`src/rtl/raster_pkg.sv`:
```
package raster_pkg;
  localparam int V_SYNC_L = 8;
  localparam int V_TOP_L  = 16;
  localparam int V_ACT_L  = 224;
  localparam int V_BOT_L  = 16;
  localparam int V_TOTAL  = V_SYNC_L + V_TOP_L + V_ACT_L + V_BOT_L;
  localparam int V_CNT_W  = 9;
  localparam int V_SPAN   = 1 << V_CNT_W;

  localparam logic [V_CNT_W-1:0] V_FIRST     = V_CNT_W'(V_SPAN - V_TOTAL);
  localparam logic [V_CNT_W-1:0] V_LAST      = V_CNT_W'(V_SPAN - 1);
  localparam logic [V_CNT_W-1:0] V_SYNC_END  = V_CNT_W'(V_SPAN - V_TOTAL + V_SYNC_L);
  localparam logic [V_CNT_W-1:0] V_ACT_FIRST = V_CNT_W'(V_SPAN - V_TOTAL + V_SYNC_L + V_TOP_L);
  localparam logic [V_CNT_W-1:0] V_ACT_LAST  = V_CNT_W'(V_SPAN - V_TOTAL + V_SYNC_L + V_TOP_L + V_ACT_L - 1);

  localparam int ANIM_W       = 3;
  localparam int DIV_W        = 8;
  localparam int CTRL_W       = 16;
  localparam int CTRL_RLD_LSB = 8;
  localparam int CTRL_DIS_BIT = 3;
  localparam int STAT_PAD_W   = CTRL_W - V_CNT_W - ANIM_W;

  typedef enum logic [1:0] {
    ANIM_NONE  = 2'b00,
    ANIM_LOW2  = 2'b01,
    ANIM_LOW3  = 2'b10,
    ANIM_LOW3B = 2'b11
  } anim_mode_e;
endpackage

```
`src/rtl/raster_pix_enable.sv`:
```
module raster_pix_enable #(
  parameter int DIV = 4,
  localparam int CW = (DIV > 1) ? $clog2(DIV) : 1
) (
  input  logic clk_i,
  input  logic rst_ni,
  output logic ce_o
);
  localparam logic [CW-1:0] TOP = CW'(DIV - 1);
  logic [CW-1:0] cnt_q;

  always_ff @(posedge clk_i or negedge rst_ni) begin
    if (!rst_ni)          cnt_q <= '0;
    else if (cnt_q == TOP) cnt_q <= '0;
    else                  cnt_q <= cnt_q + 1'b1;
  end

  assign ce_o = (cnt_q == TOP);
endmodule

```
`src/rtl/raster_line_timer.sv`:
```
module raster_line_timer #(
  parameter int HSYNC_W  = 28,
  parameter int HLEFT_W  = 29,
  parameter int HACT_W   = 320,
  parameter int HRIGHT_W = 7,
  localparam int H_TOTAL = HSYNC_W + HLEFT_W + HACT_W + HRIGHT_W,
  localparam int HCNT_W  = $clog2(H_TOTAL)
) (
  input  logic              clk_i,
  input  logic              rst_ni,
  input  logic              ce_i,
  output logic [HCNT_W-1:0] hcount_o,
  output logic              hsync_no,
  output logic              hblank_no,
  output logic              line_end_o,
  output logic              line_start_o
);
  localparam logic [HCNT_W-1:0] H_LAST     = HCNT_W'(H_TOTAL - 1);
  localparam logic [HCNT_W-1:0] H_SYNC_END = HCNT_W'(HSYNC_W);
  localparam logic [HCNT_W-1:0] H_ACT0     = HCNT_W'(HSYNC_W + HLEFT_W);
  localparam logic [HCNT_W-1:0] H_ACT_END  = HCNT_W'(HSYNC_W + HLEFT_W + HACT_W);

  logic [HCNT_W-1:0] h_q;
  logic              ls_q;

  always_ff @(posedge clk_i or negedge rst_ni) begin
    if (!rst_ni) begin
      h_q  <= '0;
      ls_q <= 1'b0;
    end else begin
      ls_q <= ce_i && (h_q == H_SYNC_END - 1'b1);
      if (ce_i) h_q <= (h_q == H_LAST) ? '0 : h_q + 1'b1;
    end
  end

  assign hcount_o     = h_q;
  assign hsync_no     = (h_q >= H_SYNC_END);
  assign hblank_no    = (h_q >= H_ACT0) && (h_q < H_ACT_END);
  assign line_end_o   = ce_i && (h_q == H_LAST);
  assign line_start_o = ls_q;
endmodule

```
`src/rtl/raster_frame_timer.sv`:
```
module raster_frame_timer
  import raster_pkg::*;
(
  input  logic               clk_i,
  input  logic               rst_ni,
  input  logic               line_end_i,
  output logic [V_CNT_W-1:0] vcount_o,
  output logic               vsync_no,
  output logic               vblank_no,
  output logic               color_clr_o,
  output logic               frame_tick_o
);
  logic [V_CNT_W-1:0] v_q;
  logic               active;

  always_ff @(posedge clk_i or negedge rst_ni) begin
    if (!rst_ni)         v_q <= V_FIRST;
    else if (line_end_i) v_q <= (v_q == V_LAST) ? V_FIRST : v_q + 1'b1;
  end

  assign active       = (v_q >= V_ACT_FIRST) && (v_q <= V_ACT_LAST);
  assign vcount_o     = v_q;
  assign vsync_no     = (v_q >= V_SYNC_END);
  assign vblank_no    = active;
  assign color_clr_o  = !active;
  // sync falls when the count wraps back to its first code
  assign frame_tick_o = line_end_i && (v_q == V_LAST);
endmodule

```
`src/rtl/raster_anim_unit.sv`:
```
module raster_anim_unit
  import raster_pkg::*;
#(
  parameter int TILE_W = 20
) (
  input  logic              clk_i,
  input  logic              rst_ni,
  input  logic              frame_tick_i,
  input  logic              ctrl_we_i,
  input  logic [CTRL_W-1:0] ctrl_wdata_i,
  input  logic [TILE_W-1:0] tile_i,
  input  logic [1:0]        tile_mode_i,
  output logic [ANIM_W-1:0] anim_o,
  output logic              anim_dis_o,
  output logic [TILE_W-1:0] tile_o
);
  logic [DIV_W-1:0]  reload_q, div_q;
  logic [ANIM_W-1:0] anim_q, mask;
  logic              dis_q, underflow;
  anim_mode_e        mode;
  logic              unused_ctrl_bits;

  assign unused_ctrl_bits = ^{ctrl_wdata_i[CTRL_RLD_LSB-1:CTRL_DIS_BIT+1],
                              ctrl_wdata_i[CTRL_DIS_BIT-1:0]};

  always_ff @(posedge clk_i or negedge rst_ni) begin
    if (!rst_ni) begin
      reload_q <= '0;
      dis_q    <= 1'b0;
    end else if (ctrl_we_i) begin
      reload_q <= ctrl_wdata_i[CTRL_RLD_LSB +: DIV_W];
      dis_q    <= ctrl_wdata_i[CTRL_DIS_BIT];
    end
  end

  assign underflow = frame_tick_i && (div_q == '0);

  always_ff @(posedge clk_i or negedge rst_ni) begin
    if (!rst_ni) begin
      div_q  <= '0;
      anim_q <= '0;
    end else if (frame_tick_i) begin
      if (underflow) begin
        div_q  <= reload_q;
        anim_q <= anim_q + 1'b1;
      end else begin
        div_q  <= div_q - 1'b1;
      end
    end
  end

  assign mode = anim_mode_e'(tile_mode_i);

  always_comb begin
    unique case (mode)
      ANIM_NONE: mask = '0;
      ANIM_LOW2: mask = ANIM_W'(3);
      default:   mask = '1;
    endcase
    if (dis_q) mask = '0;
  end

  for (genvar i = 0; i < TILE_W; i++) begin : g_tile
    if (i < ANIM_W) begin : g_sub
      assign tile_o[i] = mask[i] ? anim_q[i] : tile_i[i];
    end else begin : g_pass
      assign tile_o[i] = tile_i[i];
    end
  end

  assign anim_o     = anim_q;
  assign anim_dis_o = dis_q;
endmodule

```
`src/rtl/raster_anim_timer.sv`:
```
module raster_anim_timer
  import raster_pkg::*;
#(
  parameter int PIX_DIV  = 4,
  parameter int HSYNC_W  = 28,
  parameter int HLEFT_W  = 29,
  parameter int HACT_W   = 320,
  parameter int HRIGHT_W = 7,
  parameter int TILE_W   = 20,
  localparam int HCNT_W  = $clog2(HSYNC_W + HLEFT_W + HACT_W + HRIGHT_W)
) (
  input  logic              clk_i,
  input  logic              rst_ni,
  input  logic              ctrl_we_i,
  input  logic [15:0]       ctrl_wdata_i,
  input  logic [TILE_W-1:0] tile_i,
  input  logic [1:0]        tile_mode_i,
  output logic              pix_ce_o,
  output logic [HCNT_W-1:0] hcount_o,
  output logic              hsync_no,
  output logic              hblank_no,
  output logic [8:0]        vcount_o,
  output logic              vsync_no,
  output logic              vblank_no,
  output logic              color_clr_o,
  output logic              line_start_o,
  output logic [15:0]       status_o,
  output logic [TILE_W-1:0] tile_o
);
  logic              ce, line_end, frame_tick, anim_dis;
  logic [ANIM_W-1:0] anim;

  raster_pix_enable #(.DIV(PIX_DIV)) u_ce (
    .clk_i, .rst_ni, .ce_o(ce)
  );

  raster_line_timer #(
    .HSYNC_W(HSYNC_W), .HLEFT_W(HLEFT_W), .HACT_W(HACT_W), .HRIGHT_W(HRIGHT_W)
  ) u_line (
    .clk_i, .rst_ni, .ce_i(ce),
    .hcount_o, .hsync_no, .hblank_no,
    .line_end_o(line_end), .line_start_o
  );

  raster_frame_timer u_frame (
    .clk_i, .rst_ni, .line_end_i(line_end),
    .vcount_o, .vsync_no, .vblank_no, .color_clr_o,
    .frame_tick_o(frame_tick)
  );

  raster_anim_unit #(.TILE_W(TILE_W)) u_anim (
    .clk_i, .rst_ni, .frame_tick_i(frame_tick),
    .ctrl_we_i, .ctrl_wdata_i, .tile_i, .tile_mode_i,
    .anim_o(anim), .anim_dis_o(anim_dis), .tile_o
  );

  assign pix_ce_o = ce;
  assign status_o = {vcount_o, {STAT_PAD_W{1'b0}}, anim};
endmodule

```
`config.mk`:
```
export PLATFORM = sky130hd
export DESIGN_NAME = raster_anim_timer
export DESIGN_NICKNAME = d
export VERILOG_FILES = /design/src/rtl/raster_pkg.sv /design/src/rtl/raster_pix_enable.sv /design/src/rtl/raster_line_timer.sv /design/src/rtl/raster_frame_timer.sv /design/src/rtl/raster_anim_unit.sv /design/src/rtl/raster_anim_timer.sv
export SDC_FILE = /design/constraint.sdc
export NUM_CORES = 1
export LEC_CHECK = 0
export BUFFER_PORTS_ARGS = -buffer_cell sky130_fd_sc_hd__buf_4
export CORE_MARGIN = 3
export CORE_UTILIZATION = 48
export CTS_CLUSTER_SIZE = 12
export DETAILED_ROUTE_END_ITERATION = 8
export PLACE_DENSITY = 0.8
export SYNTH_ARGS = -nofsm -noshare
export SYNTH_HDL_FRONTEND = slang
export SYNTH_SLANG_ARGS = --single-unit
export TNS_END_PERCENT = 20
```
`constraint.sdc`:
```
create_clock -name clk_i -period 2.7 [get_ports clk_i]
set_clock_uncertainty 0.2 [all_clocks]
set_input_delay 0.135 -clock clk_i [delete_from_list [all_inputs] [get_ports clk_i]]
set_output_delay 0.135 -clock clk_i [all_outputs]
set_load 0.02 [all_outputs]
```
Yosys cells after proc, flatten, opt, wreduce, memory -nomap -nowiden
Index checks and enable logic that the tools add are counted.

Bits of input ports: 41. Word-level logic and storage cells: 43. Register bits after elaboration: 41.

Add/subtract/negate cells: 5. Multiplexer cells: 9. Reduce and logical (&&, ||, !) cells: 10. Eq/ne operators: 5. $lt $le $gt $ge: 6.

Operators with widths (number): 9-bit by 1-bit adder with 9-bit output, second input constant (2); 9-bit equality test, second input constant (2); 9-bit greater-or-equal comparator, second input constant (2); 9-bit two-way mux (2); 9-bit by 5-bit equality test with 1-bit output, second input constant (1); 9-bit by 5-bit greater-or-equal comparator with 1-bit output, second input constant (1); 9-bit by 6-bit greater-or-equal comparator with 1-bit output, second input constant (1); 9-bit <= comparator, second input constant (1); 9-bit less-than comparator, second input constant (1); 8-bit logical NOT (1); 8-bit two-way mux (1); 8-bit by 1-bit subtractor with 8-bit output, second input constant (1); 1-bit logical AND (6); 3-bit case mux with 2 select lines (1); 3-bit by 1-bit adder with 3-bit output, second input constant (1); 1-bit two-way mux (3); 3-bit two-way mux (1); 2-bit by 1-bit adder with 2-bit output, second input constant (1); 2-bit by 1-bit equality test with 1-bit output, second input constant (1); 2-bit equality test, second input constant (1); 2-bit logical NOT (1); 2-bit two-way mux (1); 2-bit AND reduction (1); 1-bit logical NOT (1).

Logic depth before layout (Yosys ltp)
Depth after elaboration: 5. Mapped depth: 9. Gate-level depth less buffers: 8.

Cells and area by module
A second synthesis with hierarchy kept.

Cells, all modules: 234. Area, all modules: 2419.8 um^2.

By module, submodules not included: raster_anim_unit (cells each 105, area an instance 1147.4 um^2, seq. area each 500.5 um^2, times used 1); raster_line_timer (cells each 55, area an instance 569.3 um^2, seq. area each 250.2 um^2, times used 1); raster_frame_timer (cells each 56, area an instance 535.5 um^2, seq. area each 231.5 um^2, times used 1); raster_anim_timer (cells each 14, area an instance 101.3 um^2, seq. area each 0.0 um^2, times used 1); raster_pix_enable (cells each 4, area an instance 66.3 um^2, seq. area each 50.0 um^2, times used 1).

Worst setup path before layout
Ideal clock, no wire load.

Path type: register -> register. From: register u_frame.v_q[0], in the netlist u_frame.vcount_o[0]. To: register u_anim.anim_q[1], in the netlist u_anim.anim_o[1]. Arrival: 2005 ps. Stages on the path, launching flop included: 9. Data required time: 2375 ps. Path slack: 370 ps. Path through: dfrtp_1 > ha_1 > and3_1 > nand3_1 > nor2_1 > ha_1 > clkbuf_1 > and3_4 > mux2_4.

Word-level cells in the longest chain between the ends: 4.

RTL lines: start, declared (line raster_frame_timer.sv:13) `logic [V_CNT_W-1:0] v_q;`; start signal, assigned (line raster_frame_timer.sv:18) `else if (line_end_i) v_q <= (v_q == V_LAST) ? V_FIRST : v_q + 1'b1;`; 9-bit equality test (*) (line raster_frame_timer.sv:27) `assign frame_tick_o = line_end_i && (v_q == V_LAST);`; 1-bit logical AND (*) (line raster_frame_timer.sv:27); 1-bit logical AND (line raster_anim_unit.sv:36) `assign underflow = frame_tick_i && (div_q == '0);`; 2-bit AND reduction (no source line) (*); end signal, assigned (line raster_anim_unit.sv:45) `anim_q <= anim_q + 1'b1;`; end, declared (line raster_anim_unit.sv:18) `logic [ANIM_W-1:0] anim_q, mask;`.

Mark *: on every way between the ends. The rest lies on a longest branch, timed or not. A chain may end at the register's enable or synchronous reset.

Final worst setup path
From: register u_frame.v_q[0], in the netlist u_frame.vcount_o[0]. To: register u_anim.div_q[6].

Word-level cells in the longest chain between the ends: 4.

RTL lines: 9-bit equality test (*) (line raster_frame_timer.sv:27); 1-bit logical AND (*) (line raster_frame_timer.sv:27); 1-bit logical AND (line raster_anim_unit.sv:36); 8-bit two-way mux (line raster_anim_unit.sv:43) `if (underflow) begin`; end signal, assigned (line raster_anim_unit.sv:44) `div_q <= reload_q;`; end signal, assigned (line raster_anim_unit.sv:47) `div_q <= div_q - 1'b1;`; end, declared (line raster_anim_unit.sv:17) `logic [DIV_W-1:0] reload_q, div_q;`.

Marks and branches as above.

==> results.sh <==
export IMPL_outcome="finished clean"
export IMPL_gp_congestion=0.841
export IMPL_synth_top_cell_area_share_pct=36.9
export IMPL_synth_common_cells="dfrtp_1, buf_4, nand2_1"
export IMPL_dr_pass1_iters=4
export IMPL_io_pins=102
export IMPL_fin_util_pct=62.1
export IMPL_worst_slew_pin_slew_ns=0.526
export IMPL_clk_latency_ns=0.30
export IMPL_cts_tree="built"
export IMPL_cts_root_buf="clkbuf_8"
export IMPL_fp_row_count=25
export IMPL_critPathArrivalTime_ns=2.46
export IMPL_io_buffer_count=56
export IMPL_drive_gt1_share_pct=30.4
export IMPL_dp_slack_ns=0.283
export IMPL_grt_start_max_net_pins=42
export IMPL_overflow=0
export IMPL_setup_violations=0
export IMPL_leakage_nw=1.42
export IMPL_antenna_cells=0
export IMPL_dieArea_mm2=0.00598
export IMPL_ys_flop_type="dfrtp_1"
export IMPL_cpPeakStageDelay_ns=0.47
export IMPL_critPathMaxFanout=8
export IMPL_h_tree_depth=2
export IMPL_maxCapViolCount=0
export IMPL_slew_viol_final=0
export IMPL_fmaxAchievable_mhz=412
export IMPL_wl_per_cell_um=14.6
export IMPL_hp_class="in -> reg"
export IMPL_nNetsFinal=349
export IMPL_min_period_ns=2.43
export IMPL_avgSynthCellArea_um2=9.77
export IMPL_initial_utilization_pct=50.7
export IMPL_netlist_instances=250
export IMPL_end_kind="flop"
export IMPL_numCtsBuffers=5
export IMPL_cpMaxStageDelayCell="dfrtp_1"
export IMPL_setup_tns_ns=0
export IMPL_hold_violations=0
export IMPL_grt_pass1_wl_um=9450
export IMPL_grtUsageTotal_pct=19.4
export IMPL_core_mm2=0.00482
export IMPL_cp_start_kind="flop"
export IMPL_slew_limit_headroom_pct=64.9
export IMPL_ys_ff_latch=41
export IMPL_synth_edf_count=0
export IMPL_grt_pass1_vias=1977
export IMPL_clock_path_buffers=2
export IMPL_synth_warnings=0
export IMPL_routed_via_density=5.49
export IMPL_die_height_um=77.3
export IMPL_synth_area_leader_cell="dfrtp_1"
export IMPL_fin_ws_ns=0.270
export IMPL_dp_hpwl_um=3720
export IMPL_cts_resized_gates=0
export IMPL_cts_sinks=41
export IMPL_ys_seq_area_share_pct=42.3
export IMPL_vias=2011
export IMPL_yosys_cell_count_top_type="dfrtp_1"
export IMPL_grt_setup_unrepaired="no"
export IMPL_drc=0
export IMPL_critPathKind="reg -> reg"
export IMPL_worstPathRequired_ns=2.73
export IMPL_yosysUniqueCellTypes=46
export IMPL_synth_area_leaders="dfrtp_1, buf_4, mux2_2"
export IMPL_syn_area_mm2=0.00244
export IMPL_drt_iter0_drc=98
export IMPL_wl_um=5360
export IMPL_die_w_um=77.3
export IMPL_async_flop_share_pct=100
export IMPL_p_per_area_mw_per_mm2=396
export IMPL_path_cells="ha_1, and3_1, nand3_1, nor2_1, ha_1, and4_1, buf_4, a21oi_1, a21oi_1"
export IMPL_area_delta_synth_final_pct=22.4
export IMPL_peakVddDrop_uv=304
export IMPL_ant_nets=0
export IMPL_grt_antenna_before_repair=0
export IMPL_period_share_pct=90.0
export IMPL_clk_pin_slew_ns=0.08
[power by group]
group          switching (W)  leakage (nW)  internal (W)  total, W
Sequential        0.00000818         0.520      0.000627  0.000636
Clock               0.000212        0.0542      0.000231  0.000443
Combinational      0.0000418         0.847     0.0000624  0.000104
Total               0.000261          1.42      0.000921   0.00118
[final cells by class]
class	instances	area (um^2)
multi-input combinational	162	1110
sequential	41	1030
clock inverter	1	5.00
timing repair buffer	77	621
inverter	11	41.3
clock buffer	7	96.3
fill	433	1830
tap	67	83.8
[path summary, 6_finish.rpt]
path | end | start | depth (start not counted) | slack [ns]
max | u_anim.div_q[6]$_DFFE_PN0P_ | u_frame.vcount_o[0]$_DFFE_PN0P_ | 9 | 0.27
min | u_anim.reload_q[1]$_DFFE_PN0P_ | ctrl_we_i | 2 | 0.005
max reg2reg | u_anim.div_q[6]$_DFFE_PN0P_ | u_frame.vcount_o[0]$_DFFE_PN0P_ | 9 | 0.27
min reg2reg | u_ce.cnt_q[0]$_DFF_PN0_ | u_ce.cnt_q[0]$_DFF_PN0_ | 1 | 0.23
max in group asynchronous | u_frame.vcount_o[7]$_DFFE_PN1P_ | rst_ni | 2 | 1.76
min in group asynchronous | u_anim.reload_q[7]$_DFFE_PN0P_ | rst_ni | 2 | 0.16
[cells by family (layout without fill, tap and decap cells)]
kind of cell / after synthesis / count (layout) / synth area share [%]
other: 1 / 4 / 0.154
buffers and inverters: 50 / 96 / 12.8
and+or+nand+nor: 74 / 74 / 17.1
xor gates and xnor gates: 8 / 8 / 2.87
DFF: 41 / 41 / 42.3
adders and majority gates: 10 / 10 / 5.12
muxes: 15 / 15 / 7.02
AOI/OAI and AO/OA: 51 / 51 / 12.7
[stage by stage]
step           total power (W)  std cells  hold WS [ns]  area [um^2]
6_report               0.00118        366       0.00450         2990
3_3_place_gp          0.000722        340       -0.0596         2710
2_1_floorplan         0.000725        253        -0.361         2450
3_5_place_dp          0.000726        340       -0.0515         2710
4_1_cts                0.00119        365       0.00162         2980
5_1_grt                0.00123        366        0.0194         2990
[state kept, by name, summed over array words and instances, names as in the netlist]
register	count
u_frame.vcount_o	9
u_line.hcount_o	9
u_anim.div_q	8
u_anim.reload_q	8
u_anim.anim_o	3
u_ce.cnt_q	2
u_anim.anim_dis_o	1
u_line.line_start_o	1
[critical path, delay by kind of cell, from the launching register on]
family                     cells  cell delay, ns
and+or+nand+nor                4            0.83
adders and majority gates      2            0.52
DFF                            1            0.47
buffers and inverters          1            0.18
AOI/OAI and AO/OA              2            0.17
[metal layers]
layer | share of wire, % | routed length, um | GRT usage [%]
met5 | 0 | 0 | 0
met4 | 2.2 | 120 | 8.36
met3 | 7.2 | 387 | 3.48
met2 | 47 | 2530 | 30.7
met1 | 43 | 2320 | 26.0
[layout by cell type (no fill, tap or decap), types with 3 or more instances in the layout]
cell type,n
a31oi_1,4
dfrtp_1,36
nand2_1,18
nor2_1,12
inv_1,11
clkbuf_8,7
nor3_1,6
buf_4,60
nand3_1,9
or3_1,4
dlygate4sd3_1,17
nand4_1,7
xor2_1,4
ha_1,10
dfstp_2,5
conb_1,4
a21oi_1,13
and3_1,3
o21ai_0,16
mux2_2,13
o21bai_1,3
xnor2_1,4
[what timing repair did]
| action | in CTS | in global routing |
|---|---|---|
| hold buffers | 17 | 0 |
| buffers inserted | 0 | 1 |
| hold endpoints to repair | 50 | 0 |
| endpoints found under the setup margin | 0 | 1 |
Note: power is estimated with default switching activity, not from simulation.
